## src/rtl/wbcb_pkg.sv

```systemverilog
package wbcb_pkg;

  function automatic bit csr_width_ok(int w);
    return (w == 8) || (w == 16) || (w == 32) || (w == 64);
  endfunction

  function automatic int idx_bits(int n);
    return (n > 1) ? $clog2(n) : 1;
  endfunction

endpackage

```

## src/rtl/wbcb_lane_pick.sv

```systemverilog
module wbcb_lane_pick #(
  parameter int N  = 4,
  parameter int IW = wbcb_pkg::idx_bits(N)
) (
  input  logic [N-1:0]  mask,
  output logic          any,
  output logic [IW-1:0] idx
);
  always_comb begin
    any = |mask;
    idx = '0;
    for (int i = N - 1; i >= 0; i--) begin
      if (mask[i]) idx = IW'(i);
    end
  end
endmodule

```

## src/rtl/wbcb_read_gather.sv

```systemverilog
module wbcb_read_gather #(
  parameter int LANES  = 4,
  parameter int CSR_DW = 8,
  parameter int LW     = wbcb_pkg::idx_bits(LANES)
) (
  input  logic                    clk,
  input  logic                    rst,
  input  logic                    clear,
  input  logic                    cap_en,
  input  logic [LW-1:0]           cap_lane,
  input  logic [CSR_DW-1:0]       cap_data,
  output logic [LANES*CSR_DW-1:0] word
);
  for (genvar l = 0; l < LANES; l++) begin : g_lane
    always_ff @(posedge clk) begin
      if (rst || clear) begin
        word[l*CSR_DW +: CSR_DW] <= '0;
      end else if (cap_en && cap_lane == LW'(l)) begin
        word[l*CSR_DW +: CSR_DW] <= cap_data;
      end
    end
  end
endmodule

```

## src/rtl/wbcb_bridge.sv

```systemverilog
module wbcb_bridge #(
  parameter int WB_DW  = 32,
  parameter int CSR_DW = 8,
  parameter int ADR_W  = 8,
  localparam int LANES  = WB_DW / CSR_DW,
  localparam int LAW    = (LANES > 1) ? $clog2(LANES) : 0,
  localparam int LW     = wbcb_pkg::idx_bits(LANES),
  localparam int SEL_W  = WB_DW / 8,
  localparam int SPL    = CSR_DW / 8,
  localparam int CSR_AW = ADR_W + LAW
) (
  input  logic              clk,
  input  logic              rst,
  input  logic              wb_cyc,
  input  logic              wb_stb,
  input  logic              wb_we,
  input  logic [ADR_W-1:0]  wb_adr,
  input  logic [WB_DW-1:0]  wb_dat_w,
  input  logic [SEL_W-1:0]  wb_sel,
  output logic [WB_DW-1:0]  wb_dat_r,
  output logic              wb_ack,
  output logic [CSR_AW-1:0] csr_addr,
  output logic              csr_re,
  output logic              csr_we,
  output logic [CSR_DW-1:0] csr_wdata,
  input  logic [CSR_DW-1:0] csr_rdata
);
  if (!wbcb_pkg::csr_width_ok(CSR_DW) || (WB_DW < CSR_DW) ||
      (WB_DW % CSR_DW != 0)) begin : g_bad_cfg
    $fatal(1, "wbcb_bridge: register width must be 8/16/32/64 and divide the word width");
  end

  logic [LANES-1:0] lane_sel;
  for (genvar l = 0; l < LANES; l++) begin : g_sel
    assign lane_sel[l] = |wb_sel[l*SPL +: SPL];
  end

  logic              busy;
  logic [LANES-1:0]  pend;
  logic [LANES-1:0]  sel_q;
  logic              we_q;
  logic [ADR_W-1:0]  adr_q;
  logic [WB_DW-1:0]  wdata_q;
  logic [LW-1:0]     csr_lane;
  logic              cap_v;
  logic [LW-1:0]     cap_lane;
  logic              pick_any;
  logic [LW-1:0]     pick_idx;
  logic              accept;
  logic [WB_DW-1:0]  gathered;

  assign accept = !busy && wb_cyc && wb_stb && !wb_ack;

  wbcb_lane_pick #(.N(LANES), .IW(LW)) i_pick (
    .mask (pend),
    .any  (pick_any),
    .idx  (pick_idx)
  );

  wbcb_read_gather #(.LANES(LANES), .CSR_DW(CSR_DW), .LW(LW)) i_gather (
    .clk      (clk),
    .rst      (rst),
    .clear    (accept),
    .cap_en   (cap_v),
    .cap_lane (cap_lane),
    .cap_data (csr_rdata),
    .word     (gathered)
  );

  always_ff @(posedge clk) begin
    if (rst) begin
      busy      <= 1'b0;
      pend      <= '0;
      sel_q     <= '0;
      we_q      <= 1'b0;
      adr_q     <= '0;
      wdata_q   <= '0;
      csr_addr  <= '0;
      csr_re    <= 1'b0;
      csr_we    <= 1'b0;
      csr_wdata <= '0;
      csr_lane  <= '0;
      cap_v     <= 1'b0;
      cap_lane  <= '0;
      wb_ack    <= 1'b0;
      wb_dat_r  <= '0;
    end else begin
      csr_re   <= 1'b0;
      csr_we   <= 1'b0;
      wb_ack   <= 1'b0;
      cap_v    <= csr_re;
      cap_lane <= csr_lane;
      if (!busy) begin
        if (accept) begin
          busy    <= 1'b1;
          pend    <= lane_sel;
          sel_q   <= lane_sel;
          we_q    <= wb_we;
          adr_q   <= wb_adr;
          wdata_q <= wb_dat_w;
        end
      end else if (pick_any) begin
        csr_addr       <= (CSR_AW'(adr_q) << LAW) | CSR_AW'(pick_idx);
        csr_we         <= we_q;
        csr_re         <= !we_q;
        csr_wdata      <= wdata_q[pick_idx*CSR_DW +: CSR_DW];
        csr_lane       <= pick_idx;
        pend[pick_idx] <= 1'b0;
      end else if (!csr_re && !csr_we && !cap_v) begin
        busy     <= 1'b0;
        wb_ack   <= 1'b1;
        wb_dat_r <= gathered;
      end
    end
  end


  csr_excl_chk: assert property (@(posedge clk) disable iff (rst)
    !(csr_re && csr_we));


  csr_idle_chk: assert property (@(posedge clk) disable iff (rst)
    !busy |=> !(csr_re || csr_we));


  csr_sel_chk: assert property (@(posedge clk) disable iff (rst)
    (csr_re || csr_we) |-> sel_q[csr_lane]);


  csr_base_chk: assert property (@(posedge clk) disable iff (rst)
    (csr_re || csr_we) |-> ((csr_addr >> LAW) == CSR_AW'(wb_adr)));


  lane_order_chk: assert property (@(posedge clk) disable iff (rst)
    ((csr_re || csr_we) && $past(csr_re || csr_we)) |-> (csr_lane > $past(csr_lane)));


  ack_pulse_chk: assert property (@(posedge clk) disable iff (rst)
    wb_ack |=> !wb_ack);
endmodule

```

## config.mk

```make
export PLATFORM = sky130hd
export DESIGN_NAME = wbcb_bridge
export DESIGN_NICKNAME = d
export VERILOG_FILES = /design/src/rtl/wbcb_pkg.sv /design/src/rtl/wbcb_lane_pick.sv /design/src/rtl/wbcb_read_gather.sv /design/src/rtl/wbcb_bridge.sv
export SDC_FILE = /design/constraint.sdc
export NUM_CORES = 1
export LEC_CHECK = 0
export ABC_AREA = 1
export BUFFER_PORTS_ARGS = -buffer_cell sky130_fd_sc_hd__clkbuf_2
export CORE_UTILIZATION = 40
export CTS_CLUSTER_SIZE = 10
export DETAILED_ROUTE_END_ITERATION = 8
export HOLD_SLACK_MARGIN = 0.06
export SYNTH_ARGS = -nofsm -noshare
export SYNTH_HDL_FRONTEND = slang
export SYNTH_HIERARCHICAL = 1
export SYNTH_SLANG_ARGS = --single-unit
```

## constraint.sdc

```tcl
create_clock -name clk -period 1.9 [get_ports clk]
set_input_delay 0.095 -clock clk [delete_from_list [all_inputs] [get_ports clk]]
set_output_delay 0.095 -clock clk [all_outputs]
set_load 0.01 [all_outputs]
```

# Word-level counts from Yosys, hierarchy flattened
# Cells that the tools add are included.
# Widths: inputs -> output; s select.
[word_totals]
regBits = 136
latch_bits = 0
ram_bits = 0
rom_bits = 0
inputBits = 57
output_inout_bits = 53
word_cells = 70
mem_count = 0
[classes]
addsub = 0
multipliers = 0
n_div = 0
n_lt_le_gt_ge = 2
eq_ne = 4
shift = 1
muxes = 14
bitwise_logic = 5
reduce_logical = 26
[op_table]
columns = ["cell", "n"]
rows = [
  ["$shiftx 32x6->8", 1],
  ["$mux 4", 3],
  ["$logic_and 1x1->1", 10],
  ["$or 10x2->10", 1],
  ["$mux 2", 4],
  ["$logic_not 1->1", 6],
  ["$mux 1", 6],
  ["$reduce_and 2->1", 3],
  ["$reduce_or 6->1", 1],
  ["$and 4x4->4", 1],
  ["$eq 2x2->1 const B", 2],
  ["$not 4->4", 1],
  ["$reduce_or 4->1", 1],
  ["$lt 2x3->1 const B", 1],
  ["$reduce_and 3->1", 1],
  ["$reduce_or 3->1", 1],
  ["$demux 1 s2", 1],
  ["$eq 2x1->1 const B", 1],
  ["$ge 2x1->1 const B", 1],
  ["$logic_not 2->1", 1],
  ["$ne 2x1->1 const B", 1],
  ["$not 1->1", 2],
  ["$reduce_bool 2->1", 1],
  ["$logic_or 1x1->1", 1],
]

# Depth between registers and ports, before layout
[logic_depth]
word_depth = 12
mapped_depth = 9
mapped_depth_nobuf = 8

# Hierarchy
# Netlist, hierarchy kept.
[by_module_without_submodules]
columns = ["module", "instances", "cells_per_inst", "area_each_um2", "seq_area_each_um2"]
rows = [
  ["wbcb_bridge", 1, 572, 4020.1, 2042.0],
  ["wbcb_read_gather", 1, 208, 1401.3, 640.6],
  ["wbcb_lane_pick", 1, 9, 46.3, 0.0],
]

# Least setup slack after synthesis
# OpenSTA, ideal clock, no wires.
[synth_timing]
path_type = "register to register"
startpoint = "register wb_ack"
endpoint = "register i_gather.word[0]"
setup_time_ns = 0.064
arrival_ns = 1.436
required_time_ns = 1.836
path_slack_ns = 0.400
stages_incl_launch_ff = 9
n_path_buf = 2
period_less_slack_ns = 1.500
cell_sequence = "dfxtp_1 -> nor2_1 -> nand2_1 -> clkinv_1 -> buf_2 -> nor2_1 -> clkbuf_1 -> nand2_1 -> nor2_1"
[synth_via]
elab_chain_cells = 3
[synth_rtl]
columns = ["item", "line_no", "rtl"]
rows = [
  ["start, declared", "wbcb_bridge.sv:21", "output logic wb_ack,"],
  ["start signal, assigned", "wbcb_bridge.sv:85", "wb_ack <= 1'b0;"],
  ["start signal, assigned", "wbcb_bridge.sv:90", "wb_ack <= 1'b0;"],
  ["start signal, assigned", "wbcb_bridge.sv:111", "wb_ack <= 1'b1;"],
  ["$logic_not 1->1", "wbcb_bridge.sv:52", "assign accept = !busy && wb_cyc && wb_stb && !wb_ack;"],
  ["$logic_and 1x1->1", "wbcb_bridge.sv:52", ""],
  ["net accept", "wbcb_bridge.sv:49", "logic accept;"],
  ["$logic_or 1x1->1", "wbcb_read_gather.sv:16", "if (rst || clear) begin"],
  ["end signal, assigned by index", "wbcb_read_gather.sv:19", "word[l*CSR_DW +: CSR_DW] <= cap_data;"],
  ["end, declared", "wbcb_read_gather.sv:12", "output logic [LANES*CSR_DW-1:0] word"],
]
# The timed path passes the listed nets, and every way through them passes these cells.
# A chain may end at the register's enable or synchronous reset.

# Final worst setup path
[layout_timing]
startpoint = "register pend[3]"
endpoint = "register wb_dat_r[24]"
[layout_via]
elab_chain_cells = 3
[layout_rtl]
columns = ["item", "line_no", "rtl"]
rows = [
  ["start, declared", "wbcb_bridge.sv:39", "logic [LANES-1:0] pend;"],
  ["start signal, assigned", "wbcb_bridge.sv:96", "pend <= lane_sel;"],
  ["$reduce_or 4->1", "wbcb_lane_pick.sv:10", "any = |mask;"],
  ["net pick_any", "wbcb_bridge.sv:47", "logic pick_any;"],
  ["$not 1->1 (no line)", "--", ""],
  ["$reduce_and 3->1 (no line)", "--", ""],
  ["end signal, assigned", "wbcb_bridge.sv:112", "wb_dat_r <= gathered;"],
  ["end, declared", "wbcb_bridge.sv:20", "output logic [WB_DW-1:0] wb_dat_r,"],
]
# The timed path passes the listed nets, and every way through them passes these cells.

==> results_dict.tcl <==
set metrics [dict create \
    fin_ws_ps 358.8 \
    fin_setup_tns_ps 0 \
    cts_buffers 17 \
    synthTopCellsByArea "dfxtp_1 (49%), nor2_1 (17%), nand2_1 (11%)" \
    grt_pass1_vias 4605 \
    final_nets 998 \
    cts_sinks 134 \
    final_common_cell "nor2_1" \
    r2r-end "wb_dat_r[24]$_SDFFE_PP0P_" \
    post-route-period-util_pct 81.12 \
    gp_congestion 0.8058 \
    dieArea_um2 14140 \
    required_ps 2200 \
    maxCapViolCount 0 \
    ff2ff_setup_slack_ps 360 \
    powerDensity_nw_per_um2 963.4 \
    final_util_pct 53.80 \
    drtIter0Drc 333 \
    dp_hpwl_mm 8.307 \
    worstSetupStartpointType "register" \
    synthAdderAreaFrac_pct 0 \
    synth_area_um2 5468 \
    ios 110 \
    finalSetupViolCount 0 \
    leakagePower_nw 3.557 \
    dr.pass1.iters 6 \
    via_count 5025 \
    synth-seq-cells 134 \
    drtAntennaViolNets 0 \
    ys_seq_area_share_pct 49.06 \
    drt-total-wl_mm 13.28 \
    status "finished clean" \
    cts_setup_buffers 0 \
    crit_path_end "wb_dat_r[24]$_SDFFE_PP0P_" \
    crit_start "pend[3]$_SDFFE_PP0P_" \
    tightest_slew_ps 639.0 \
    drc 0 \
    viasPerCell 4.451 \
    area_delta_synth_final_pct 30.82 \
    wl_per_cell_um 11.76 \
    synth_top_family_by_area "simple AND/OR/NAND/NOR gates" \
    cp_slowest_stage_delay_ps 500 \
    arrival_ps 1840 \
    yosys.cell_types.count 20 \
    start_util_pct 41.13 \
    grt.total_usage_pct 19.78 \
    worst-path-stages 8 \
    min_period_ps 1541 \
    critPathMaxFanout 65 \
    slew_headroom_pct 57.40 \
    drive_gt1_share_pct 16.89 \
    die_y_um 118.9 \
    cts_resized 0 \
    cts_tree "done" \
    synth_mux_area_share_pct 0 \
    fill_cells 1274 \
    path_class "reg2reg" \
    worst-path-buf-inv 2 \
    synth-compound-area-share_pct 7.460 \
    end_kind "register" \
    syn_avg_cell_area_um2 6.930 \
    hold_buffers 54 \
    netlist_instances 789 \
    maxSlewViolCount 0 \
    synth-xor-area-share_pct 0 \
    clock_latency_ps 410 \
    grt_pass1_wl_mm 22.09 \
    ir_drop_uv 792.6 \
    rsz0062_at_grt "false" \
    syn_nets 846 \
    cts_htree_levels 4 \
    grt_overflow 0 \
    max_freq_mhz 648.8 \
    path_clk_slew_ps 60 \
    rows 42 \
    clockRootBuffer "clkbuf_16" \
    grt_max_degree 66 \
    cp_slowest_cell "buf_4" \
    synth_top_cell_area_share_pct 49.06 \
    synth_largest_area_cell "dfxtp_1" \
    crit-reg2reg-launch "pend[3]$_SDFFE_PP0P_" \
    total_power_mw 6.892 \
    final_cell_mix "nor2_1 (243), nand2_1 (154), dfxtp_1 (134)" \
    synth_warnings 6 \
    worstRegToRegCells 8 \
    timing_hold_violations_final 0 \
    die_w_um 118.9 \
    synthSimpleGateAreaFrac_pct 32.75 \
    core_area_um2 13300 \
    io_buffers 109 \
    min-delay-path-class "in2reg" \
    fin_skew_ps 7.390 \
    antenna_found_initial 0 \
    crit_family "buffers and inverters" \
    path_cells "inv_1 -> nand4_1 -> nor2_1 -> nand3_2 -> buf_4 -> nand2_1 -> nand2_1 -> nor2_1" \
    pre_cts_ws_ps 377.1 \
    clock_path_buffers 2 \
    antenna_cells 0 \
]
worst reg2reg max path, stage by stage, from the launching register on:
cell and delay (ps):
dfxtp_1 340, inv_1 70, nand4_1 110, nor2_1 70, nand3_2 60, buf_4 500, nand2_1 160, nand2_1 80
nor2_1 40
metrics by stage:
step,hold slack (ps),area [µm²],instances
detailed placement,350.2,6075,1044
CTS,390.9,7153,1129
finish,413.7,7153,1129
global placement,348.0,6075,1044
floorplan,164.1,5468,789
global route,435.5,7153,1129
power by group:
part | internal [mW] | total, mW | switching (mW)
sequential | 2.96 | 3.05 | 0.0868
combinational | 0.343 | 0.834 | 0.491
clock | 1.89 | 3.01 | 1.12
total | 5.20 | 6.89 | 1.69
worst min path at each step:
stage | start | end | depth (start not counted) | slack [ps]
after floorplan | rst | busy$_SDFF_PP0_ | 1 | 160
after global placement | wb_dat_w[30] | wdata_q[30]$_SDFFE_PP0P_ | 3 | 350
after detailed placement | wb_dat_w[6] | wdata_q[6]$_SDFFE_PP0P_ | 3 | 350
after CTS | wb_cyc | busy$_SDFF_PP0_ | 6 | 390
after global routing | wb_cyc | busy$_SDFF_PP0_ | 6 | 440
final | wb_cyc | busy$_SDFF_PP0_ | 6 | 410
Yosys cell counts:
cell / number
clkbuf_4: 1
nand3_2: 1
o21ai_0: 63
nand2_1: 154
buf_2: 18
nor2_2: 2
buf_4: 6
buf_6: 8
nand3_1: 43
a21oi_2: 2
inv_1: 75
dfxtp_1: 134
inv_2: 6
clkinv_1: 3
nand3_4: 3
clkbuf_1: 9
a21oi_1: 15
nor2_1: 244
clkbuf_2: 1
nand4_1: 1
flip-flops by register name, summed over array words and instances, names as in the netlist:
signal and flops:
i_gather/word 32, wb_dat_r 32, wdata_q 32, csr_addr 10
adr_q 8, csr_wdata 8, pend 4, cap_lane 2
busy 1, cap_v 1, csr_re 1, csr_we 1
wb_ack 1, we_q 1
per-layer routing:
layer / vias to the layer above / part of all wire, % / global-route usage, % / wire length, µm
met2: 119 / 45 / 31.65 / 5962
met1: 2197 / 50 / 25.86 / 6580
li1: 2702 / - / - / -
met5: - / 0 / 0 / 0
met4: 0 / 0.92 / 5.775 / 122
met3: 7 / 4.6 / 5.556 / 612
kinds of logic after synthesis:
family                 count (synthesis)
flip-flops                           134
AO/OA/AOI/OAI                         80
buffers and inverters                127
AND/OR/NAND/NOR                      448
layout make-up:
| type | count | area [µm²] | share of cell area [%] |
|---|---|---|---|
| clock buffer | 27 | 493.0 | 6.892 |
| clock inverter | 4 | 45.04 | 0.6297 |
| inverter | 84 | 315.3 | 4.408 |
| multi-input combinational | 528 | 2201 | 30.77 |
| sequential | 134 | 2683 | 37.50 |
| tap | 176 | 220.2 | 3.079 |
| timing repair buffer | 176 | 1196 | 16.72 |
No activity file was read; power rests on OpenSTA's default activity.
